## src/rtl/cfg_unlock_pkg.sv

```systemverilog
package cfg_unlock_pkg;

    localparam logic [7:0] KEY_FIRST   = 8'h87;
    localparam logic [7:0] KEY_SECOND  = 8'h01;
    localparam logic [7:0] KEY_THIRD   = 8'h55;
    localparam logic [7:0] KEY_LAST_A  = 8'h55;
    localparam logic [7:0] KEY_LAST_B  = 8'hAA;

    localparam logic [7:0] IDX_EXIT    = 8'h02;
    localparam logic [7:0] EXIT_VALUE  = 8'h02;
    localparam logic [7:0] IDX_LDN     = 8'h07;
    localparam logic [7:0] IDX_ID_HI   = 8'h20;
    localparam logic [7:0] IDX_ID_LO   = 8'h21;
    localparam logic [7:0] IDX_GLOBAL  = 8'h24;
    localparam logic [7:0] IDX_BASE_HI = 8'h64;
    localparam logic [7:0] IDX_BASE_LO = 8'h65;

    localparam logic [7:0] ID_HI_VALUE = 8'h87;
    localparam logic [7:0] ID_LO_VALUE = 8'h16;

    localparam logic [7:0] FLOAT_BYTE  = 8'hFF;

    typedef struct packed {
        logic [1:0] step;
        logic       on_b;
    } key_state_t;

endpackage

```

## src/rtl/cfg_key_match.sv

```systemverilog
module cfg_key_match
    import cfg_unlock_pkg::*;
(
    input  logic       clk,
    input  logic       rst,
    input  logic       wr_en,
    input  logic       sel_b,
    input  logic [7:0] wdata,
    output logic       unlock_o,
    output logic       unlock_b_o
);

    key_state_t km_d, km_q;
    logic [7:0] expect_byte;

    always_comb begin
        km_d     = km_q;
        unlock_o = 1'b0;
        unique case (km_q.step)
            2'd1:    expect_byte = KEY_SECOND;
            2'd2:    expect_byte = KEY_THIRD;
            2'd3:    expect_byte = km_q.on_b ? KEY_LAST_B : KEY_LAST_A;
            default: expect_byte = KEY_FIRST;
        endcase
        if (wr_en) begin
            if (km_q.step == 2'd0) begin
                if (wdata == KEY_FIRST) begin
                    km_d.step = 2'd1;
                    km_d.on_b = sel_b;
                end
            end else if (sel_b == km_q.on_b && wdata == expect_byte) begin
                if (km_q.step == 2'd3) begin
                    unlock_o  = 1'b1;
                    km_d.step = 2'd0;
                end else begin
                    km_d.step = km_q.step + 2'd1;
                end
            end else if (wdata == KEY_FIRST) begin
                km_d.step = 2'd1;
                km_d.on_b = sel_b;
            end else begin
                km_d.step = 2'd0;
            end
        end
    end

    always_ff @(posedge clk) begin
        if (rst) km_q <= '0;
        else     km_q <= km_d;
    end

    assign unlock_b_o = km_q.on_b;

    AST_KEY_HOLD: assert property (@(posedge clk) disable iff (rst)
        !wr_en |=> $stable(km_q.step));

endmodule

```

## src/rtl/cfg_regfile.sv

```systemverilog
module cfg_regfile
    import cfg_unlock_pkg::*;
#(
    parameter int NUM_LDN   = 8,
    parameter int FLASH_LDN = 7
) (
    input  logic        clk,
    input  logic        rst,
    input  logic        wr_en,
    input  logic [7:0]  idx,
    input  logic [7:0]  wdata,
    output logic [7:0]  rdata,
    output logic [15:0] flash_port_base,
    output logic [5:0]  global_bits
);

    localparam int LDN_W = (NUM_LDN > 1) ? $clog2(NUM_LDN) : 1;

    typedef struct packed {
        logic [7:0]                ldn;
        logic [5:0]                glob;
        logic [NUM_LDN-1:0][7:0]   bank_hi;
        logic [NUM_LDN-1:0][7:0]   bank_lo;
    } rf_state_t;

    rf_state_t rf_d, rf_q;
    logic             ldn_ok;
    logic [LDN_W-1:0] ldn_sel;
    logic [NUM_LDN-1:0] bank_hit;

    assign ldn_ok  = (int'(rf_q.ldn) < NUM_LDN);
    assign ldn_sel = rf_q.ldn[LDN_W-1:0];

    for (genvar g = 0; g < NUM_LDN; g++) begin : g_bank_sel
        assign bank_hit[g] = ldn_ok && (ldn_sel == LDN_W'(g));
    end

    always_comb begin
        rf_d = rf_q;
        if (wr_en) begin
            unique case (idx)
                IDX_LDN:    rf_d.ldn  = wdata;
                IDX_GLOBAL: rf_d.glob = wdata[5:0];
                IDX_BASE_HI: begin
                    for (int i = 0; i < NUM_LDN; i++)
                        if (bank_hit[i]) rf_d.bank_hi[i] = wdata;
                end
                IDX_BASE_LO: begin
                    for (int i = 0; i < NUM_LDN; i++)
                        if (bank_hit[i]) rf_d.bank_lo[i] = wdata;
                end
                default: ;
            endcase
        end
    end

    always_comb begin
        unique case (idx)
            IDX_LDN:     rdata = rf_q.ldn;
            IDX_ID_HI:   rdata = ID_HI_VALUE;
            IDX_ID_LO:   rdata = ID_LO_VALUE;
            IDX_GLOBAL:  rdata = {2'b00, rf_q.glob};
            IDX_BASE_HI: rdata = ldn_ok ? rf_q.bank_hi[ldn_sel] : FLOAT_BYTE;
            IDX_BASE_LO: rdata = ldn_ok ? rf_q.bank_lo[ldn_sel] : FLOAT_BYTE;
            default:     rdata = 8'h00;
        endcase
    end

    always_ff @(posedge clk) begin
        if (rst) rf_q <= '0;
        else     rf_q <= rf_d;
    end

    assign flash_port_base = {rf_q.bank_hi[FLASH_LDN], rf_q.bank_lo[FLASH_LDN]};
    assign global_bits     = rf_q.glob;

    AST_BANK_OOR: assert property (@(posedge clk) disable iff (rst)
        (wr_en && !ldn_ok) |=> ($stable(rf_q.bank_hi) && $stable(rf_q.bank_lo)));

endmodule

```

## src/rtl/cfg_unlock_ctrl.sv

```systemverilog
module cfg_unlock_ctrl
    import cfg_unlock_pkg::*;
#(
    parameter int              ADDR_W    = 16,
    parameter logic [15:0]     BASE_A    = 16'h002E,
    parameter logic [15:0]     BASE_B    = 16'h004E,
    parameter int              NUM_LDN   = 8,
    parameter int              FLASH_LDN = 7
) (
    input  logic              clk,
    input  logic              rst,
    input  logic              io_wr,
    input  logic              io_rd,
    input  logic [ADDR_W-1:0] io_addr,
    input  logic [7:0]        io_wdata,
    output logic [7:0]        io_rdata,
    output logic              cfg_unlocked,
    output logic [15:0]       flash_port_base,
    output logic [2:0]        flash_seg_en,
    output logic              flash_host_wr_en,
    output logic              flash_pin_alt,
    output logic              flash_suspend
);

    localparam logic [ADDR_W-1:0] PORT_A = ADDR_W'(BASE_A);
    localparam logic [ADDR_W-1:0] PORT_B = ADDR_W'(BASE_B);

    typedef struct packed {
        logic       unlocked;
        logic       on_b;
        logic [7:0] idx;
        logic [7:0] rdata;
    } top_state_t;

    top_state_t st_d, st_q;

    logic              hit_a, hit_b, key_wr;
    logic              unlock_pulse, unlock_b;
    logic [ADDR_W-1:0] idx_port, data_port;
    logic              data_wr;
    logic [7:0]        reg_rdata;
    logic [5:0]        global_bits;

    assign hit_a     = (io_addr == PORT_A);
    assign hit_b     = (io_addr == PORT_B);
    assign key_wr    = io_wr && !st_q.unlocked && (hit_a || hit_b);
    assign idx_port  = st_q.on_b ? PORT_B : PORT_A;
    assign data_port = idx_port + ADDR_W'(1);
    assign data_wr   = st_q.unlocked && io_wr && (io_addr == data_port);

    cfg_key_match u_key (
        .clk        (clk),
        .rst        (rst),
        .wr_en      (key_wr),
        .sel_b      (hit_b),
        .wdata      (io_wdata),
        .unlock_o   (unlock_pulse),
        .unlock_b_o (unlock_b)
    );

    cfg_regfile #(
        .NUM_LDN   (NUM_LDN),
        .FLASH_LDN (FLASH_LDN)
    ) u_regs (
        .clk             (clk),
        .rst             (rst),
        .wr_en           (data_wr),
        .idx             (st_q.idx),
        .wdata           (io_wdata),
        .rdata           (reg_rdata),
        .flash_port_base (flash_port_base),
        .global_bits     (global_bits)
    );

    always_comb begin
        st_d = st_q;
        if (unlock_pulse) begin
            st_d.unlocked = 1'b1;
            st_d.on_b     = unlock_b;
        end
        if (st_q.unlocked && io_wr && (io_addr == idx_port))
            st_d.idx = io_wdata;
        if (data_wr && st_q.idx == IDX_EXIT && io_wdata == EXIT_VALUE)
            st_d.unlocked = 1'b0;
        if (io_rd)
            st_d.rdata = (st_q.unlocked && io_addr == data_port) ? reg_rdata : FLOAT_BYTE;
    end

    always_ff @(posedge clk) begin
        if (rst) st_q <= '0;
        else     st_q <= st_d;
    end

    assign io_rdata         = st_q.rdata;
    assign cfg_unlocked     = st_q.unlocked;
    assign flash_suspend    = global_bits[0];
    assign flash_seg_en     = global_bits[3:1];
    assign flash_host_wr_en = global_bits[4];
    assign flash_pin_alt    = global_bits[5];

    AST_UNLOCK_KEY: assert property (@(posedge clk) disable iff (rst)
        $rose(cfg_unlocked) |-> ($past(io_wr) &&
            ($past(io_wdata) == KEY_LAST_A || $past(io_wdata) == KEY_LAST_B)));

    AST_EXIT_CMD: assert property (@(posedge clk) disable iff (rst)
        $fell(cfg_unlocked) |-> ($past(rst) ||
            ($past(io_wr) && $past(io_wdata) == EXIT_VALUE)));

    AST_LOCKED_READ: assert property (@(posedge clk) disable iff (rst)
        (!cfg_unlocked && io_rd) |=> (io_rdata == FLOAT_BYTE));

    AST_LOCKED_HOLD: assert property (@(posedge clk) disable iff (rst)
        !cfg_unlocked |=> ($stable(flash_port_base) && $stable(global_bits)));

endmodule

```

## config.mk

```make
export PLATFORM = sky130hd
export DESIGN_NAME = cfg_unlock_ctrl
export DESIGN_NICKNAME = d
export VERILOG_FILES = /design/src/rtl/cfg_unlock_pkg.sv /design/src/rtl/cfg_key_match.sv /design/src/rtl/cfg_regfile.sv /design/src/rtl/cfg_unlock_ctrl.sv
export SDC_FILE = /design/constraint.sdc
export NUM_CORES = 1
export LEC_CHECK = 0
export BUFFER_PORTS_ARGS = -buffer_cell sky130_fd_sc_hd__buf_2
export CAP_MARGIN = 25
export CORE_ASPECT_RATIO = 0.5
export CORE_MARGIN = 2
export CORE_UTILIZATION = 54
export DETAILED_ROUTE_END_ITERATION = 8
export PLACE_DENSITY = 0.78
export SYNTH_ARGS = -nofsm -noshare
export SYNTH_HDL_FRONTEND = slang
export SYNTH_SLANG_ARGS = --single-unit
export TNS_END_PERCENT = 10
```

## constraint.sdc

```tcl
create_clock -name clk -period 3.2 [get_ports clk]
set_input_delay 0.64 -clock clk [delete_from_list [all_inputs] [get_ports clk]]
set_output_delay 0.64 -clock clk [all_outputs]
set_load 0.1 [all_outputs]
```

# [Word level (Yosys, flattened, before mapping)]
# Cells that the tools add are included.
[word_totals] ff_bits=163 inputBits=28 out_inout_bits=31 wordCells=120
[classes] addsub=2 magnitude_cmp=2 n_eq_ne=27 mux=22 n_reduce_logical=43
[op_table] cell="$bmux 8 s3" count=2
[op_table] cell="$mux 8" count=6
[op_table] cell="$pmux 8 s6" count=1
[op_table] cell="$reduce_and 3->1" count=16
[op_table] cell="$eq 8x6->1 const B" count=3
[op_table] cell="$pmux 8 s3" count=1
[op_table] cell="$logic_and 1x1->1" count=17
[op_table] cell="$eq 16x6->1 const B" count=1
[op_table] cell="$eq 16x7->1" count=1
[op_table] cell="$eq 16x7->1 const B" count=1
[op_table] cell="$eq 16x8->1" count=1
[op_table] cell="$eq 8x2->1 const B" count=2
[op_table] cell="$eq 8x7->1 const B" count=2
[op_table] cell="$eq 3x3->1 const B" count=4
[op_table] cell="$add 7x1->8 const B" count=1
[op_table] cell="$eq 8x3->1 const B" count=1
[op_table] cell="$eq 8x8->1" count=1
[op_table] cell="$eq 8x8->1 const B" count=1
[op_table] cell="$lt 8x4->1 const B" count=1
[op_table] cell="$mux 1" count=7
[op_table] cell="$mux 7" count=1
[op_table] cell="$eq 3x2->1 const B" count=2
[op_table] cell="$mux 3" count=2
[op_table] cell="$reduce_and 2->1" count=3
[op_table] cell="16 further kinds" count=18

# [Depth between registers and ports, before layout]
[logic_depth] word_depth=7 mapped_depth=9

# [Modules after synthesis]
# A second synthesis with hierarchy kept.
[unflattened] cells_unflattened=959 area_unflattened_um2=8311.7
[modules_own_cells] mod="cfg_regfile" instances=1 cells_each=792 area_each_um2=6916.6
[modules_own_cells] mod="cfg_unlock_ctrl" instances=1 cells_each=112 area_each_um2=974.7
[modules_own_cells] mod="cfg_key_match" instances=1 cells_each=55 area_each_um2=420.4

# [Least setup slack after synthesis]
# OpenSTA, ideal clock, no wires.
[synth_timing] path_type="input port to flip-flop" startpoint="input port io_addr[9]" endpoint="register u_regs.rf_q[113] (netlist bit)" arrival_ps=3166 required_ps=3072 setup_slack_ps=-94 cell_stages=8 cell_sequence="or4_1 -> or4_1 -> buf_2 -> or3_1 -> buf_6 -> nor4_4 -> mux2i_1 -> nor2_1"
[synth_between] elab_chain_cells=3
[synth_lines] item="start: declaration" line_no="cfg_unlock_ctrl.sv:14" text="input logic [ADDR_W-1:0] io_addr,"
[synth_lines] item="$eq 16x8->1" line_no="cfg_unlock_ctrl.sv:49" text="assign data_wr = st_q.unlocked && io_wr && (io_addr == data_port);"
[synth_lines] item="$logic_and 1x1->1" line_no="cfg_unlock_ctrl.sv:49"
[synth_lines] item="$reduce_and 3->1 (no source line)"
[synth_lines] item="end signal: assignment" line_no="cfg_regfile.sv:71" text="else rf_q <= rf_d;"
[synth_lines] item="end: declaration" line_no="cfg_regfile.sv:26" text="rf_state_t rf_d, rf_q;"
# Every way passes these cells.
# A chain may end at the register's enable or synchronous reset.

# [Worst setup path after layout]
[layout_timing] startpoint="input port io_addr[9]" endpoint="register u_regs.rf_q, in the netlist u_regs.ldn_sel[2]"
[layout_between] elab_chain_cells=3
[layout_lines] item="$eq 16x8->1" line_no="cfg_unlock_ctrl.sv:49"
[layout_lines] item="$logic_and 1x1->1" line_no="cfg_unlock_ctrl.sv:49"
[layout_lines] item="$reduce_and 2->1 (no source line)"
# Every way passes these cells.

==> results.md <==
- Outcome: completed
- CTS clk-pin slew, worst paths: 0.07 ns
- Slew HR: 0.534
- Crit Reg-Reg Startpoint: st_q[15]
- Crit start category: primary input
- Synth top area cells: dfxtp_1 41%, mux2i_1 13%, nand2_1 7.3%
- Fin. Hold Viols: 0
- CP arrival: 3.19 ns
- Max Fclk: 0.346 GHz
- Switching portion of total power: 0.240
- CTS resizes: 0
- Die height: 89.7 um
- Die X-Extent: 175 um
- 1st-iter DRT viols: 852
- Synthesized Nets: 935
- Inserted Clock Buffers: 17
- # IOs: 59
- Leakage: 3.30 nW
- Crit path cell chain: buf_2 -> or4_1 -> or4_1 -> buf_4 -> or4_1 -> nor3b_1 -> buf_4 -> mux2i_1 -> nor2_1
- Synth-to-layout area growth: 14.5%
- Tot GR Track Use: 0.276
- Final RePlAce weighted congestion: 0.909
- Antenna Nets Post-Route: 0
- Grt total ovfl: 0
- Max-cap check violation count: 0
- Pin count of the biggest net entering global routing: 114
- Design area: 9070 um2
- Antenna diodes: 0
- Port bufs: 58
- Placement Cell Area: 8450 um2
- DP Cell Count: 1111
- Top cell by count, worst path: or4_1
- Dpl hpwl: 14.0 mm
- Reg2reg end: u_regs.rf_q[100]
- CP max stage delay: 0.53 ns
- Die area: 15700 um2
- Max stage delay cell, worst path: or4_1
- Min-delay src: u_regs.rf_q[42]
- Number of global-route vias before repair: 6408
- Clock Path Buffers: 2
- Internal: 0.00334 W
- Delay-heaviest family, CP: simple AND/OR/NAND/NOR gates
- Register area share after synthesis: 0.412
- Core Area: 14400 um2
- DR vias/cell: 5.97
- Yosys top cell area share: 0.412
- H-tree depth: 4
- Number of synthesized flops with an enable pin: 0
- CP max FO: 8
- Share of cells above drive strength 1: 0.186
- RSZ-0062 raised after global routing: false
- Sequential cell fraction of total power: 0.463
- Combinational Power Share: 0.042
- Cell count after synthesis: 903
- Syn. warnings: 0
- Sw Pwr: 0.00106 W
- Hold Path End: u_regs.rf_q[42]
- Post-synth top area cell: dfxtp_1
- Final setup vio count: 0
- Clock Power Share: 0.495
- Synth cell types: 55
- Worst path bufs/invs: 3
- R2R Setup Slk: 0.50 ns
- Final Max Tran Viols: 0
- Synth Flop Type: dfxtp_1
- Min Tclk post-route: 2.89 ns
- Power Total: 0.00440 W
- Root buffer cell: clkbuf_16
- DRC: 0
- Synth async-reset ratio: 0
- Layout net count: 964
- Per-cell routed wire length: 18.6 um
- Worst hold path cell count: 2
- CTS tree: yes
- FF+latch count, synth: 163
- Crit end category: register
- Worst clock skew: 0.00757 ns
- Mapped Area: 7920 um2
- Post-Layout Cell Count: 1143
- Critical Path RT: 3.49 ns
- Util after Layout: 0.630
- Hold/Removal Path Class: register to register
- First-pass GRT wire length: 33.2 mm
- Reg2Reg Depth: 8
- First-pass iteration count of the detailed router: 5
- Clk_lat worst skew: 0.42 ns
- Starting Density: 0.551
- Peak VDD IR: 0.405 mV
- DRT Wirelength: 21.3 mm
- CTS Hold Bufs: 0
- Clk sinks: 163
- Worst setup path class: primary input to register
- DR vias: 6825
- Worst Max-Slew Pin Slew: 0.698 ns
- Post-CTS Setup Repair Bufs: 0
- Initial antenna violation count: 0
- Final period utilization: 0.904
- Row count: 31
- Hold slack: 0.449 ns
- Syn Area/Cell: 8.77 um2
- Power per Cell Area: 485 nW/um2
## power by group through the flow
| stage | Combinational [W] | Sequential [W] | Clock (W) |
|---|---|---|---|
| floorplan | 0.000136 | 0.00208 | 0 |
| global placement | 0.000179 | 0.00208 | 0 |
| global route | 0.000193 | 0.00204 | 0.00228 |
| CTS | 0.000182 | 0.00204 | 0.00218 |
| finish | 0.000184 | 0.00204 | 0.00218 |
| detailed placement | 0.000181 | 0.00209 | 0 |
## worst reg2reg max path, stage by stage, from the launching register on
cell and delay [ns]:
dfxtp_1 0.34, or3_1 0.44, or3_1 0.65, nor4_1 0.28
buf_4 0.20, and3_1 0.22, buf_12 0.16, mux2i_1 0.22
nor2_1 0.07
## synthesized netlist by cell type (3+ instances only)
library cell	count
nand2_1	155
nand4b_1	3
a31oi_1	4
and2_1	4
buf_4	27
a21oi_1	84
o22ai_1	3
a21o_1	3
nor3_2	5
o21ai_0	17
nand4_1	4
ha_1	4
o21bai_1	4
nor4_1	4
mux2i_1	105
dfxtp_1	163
a22o_1	4
or3_1	6
nor3b_1	4
nor2_1	106
mux4_2	21
nand3_1	16
buf_2	4
buf_1	6
inv_1	9
nor4_4	3
nor2b_1	6
and3_1	6
nand2b_1	8
mux2_2	7
or4_1	6
nor3_1	10
clkbuf_1	53
a211oi_1	12
## metrics by stage
stage                     TNS, ns  setup slack (ns)
after floorplan            -0.742           -0.0927
after global placement     -0.330           -0.0311
after detailed placement    -2.35           -0.0910
after CTS                       0             0.330
after global routing            0             0.214
final                           0             0.307
## kinds of logic (layout without fill, tap and decap cells)
family,count (synthesis),count (layout),synth area share
AO/OA/AOI/OAI,148,148,0.110
flip-flops,163,163,0.412
buffers and inverters,100,142,0.0617
multiplexers,133,133,0.202
AND/OR/NAND/NOR,353,353,0.206
XOR/XNOR,2,2,0.00221
adder cells (fa/ha/maj),4,4,0.00632
## worst max path at each step
stage                    start                         to  slack (ns)  depth (start not counted)
floorplan           io_addr[9]  u_regs.flash_port_base[9]       -0.09                          8
global placement    io_addr[9]          u_regs.ldn_sel[1]       -0.03                          9
detailed placement  io_addr[9]          u_regs.ldn_sel[2]       -0.09                          9
CTS                 io_addr[9]          u_regs.ldn_sel[2]        0.33                          9
global route        io_addr[9]          u_regs.ldn_sel[2]        0.21                          9
finish              io_addr[9]          u_regs.ldn_sel[2]        0.31                          9
## layer usage
layer / vias up / routed length (um) / GRT usage
li1: 3181 / - / -
met1: 3290 / 9270 / 0.373
met2: 311 / 9670 / 0.443
met3: 43 / 1910 / 0.0581
met4: 0 / 420 / 0.105
met5: - / 0 / 0
## state kept, by name, summed over array words and instances (netlist names)
| name | flops |
|---|---|
| u_key.unlock_b_o | 1 |
| u_regs.ldn_sel | 3 |
| cfg_unlocked | 1 |
| u_regs.flash_port_base | 16 |
| u_regs.rf_q | 117 |
| st_q | 9 |
| u_key.km_q | 2 |
| io_rdata | 8 |
| u_regs.global_bits | 6 |
## layout make-up
type / instances / area, um2
Fill cell: 1135 / 5320
Multi-Input combinational cell: 640 / 4170
Sequential cell: 163 / 3270
Timing Repair Buffer: 101 / 728
Clock buffer: 18 / 439
Tap cell: 198 / 248
Clock inverter: 14 / 188
Inverter: 9 / 33.8
## layout by cell type (no fill, tap or decap), drive strengths merged, types with 2 or more instances in the layout
master	n
mux2i	105
a22oi	2
a21boi	2
and2	4
nor3	15
o22ai	3
nor3b	4
clkinv	2
and3	6
a311oi	2
nor4	9
a221oi	2
a211oi	12
nand4b	3
o221ai	2
nand3	16
or3	6
mux4	21
o21ai	18
a31oi	4
dfxtp	163
buf	101
o21bai	4
nor2b	6
a22o	4
a21oi	84
nand4	4
clkbuf	18
bufinv	3
nand2	155
mux2	7
or4	6
ha	4
inv	17
nor2	106
a21o	3
nand2b	8
No activity file was read; power rests on OpenSTA's default activity.
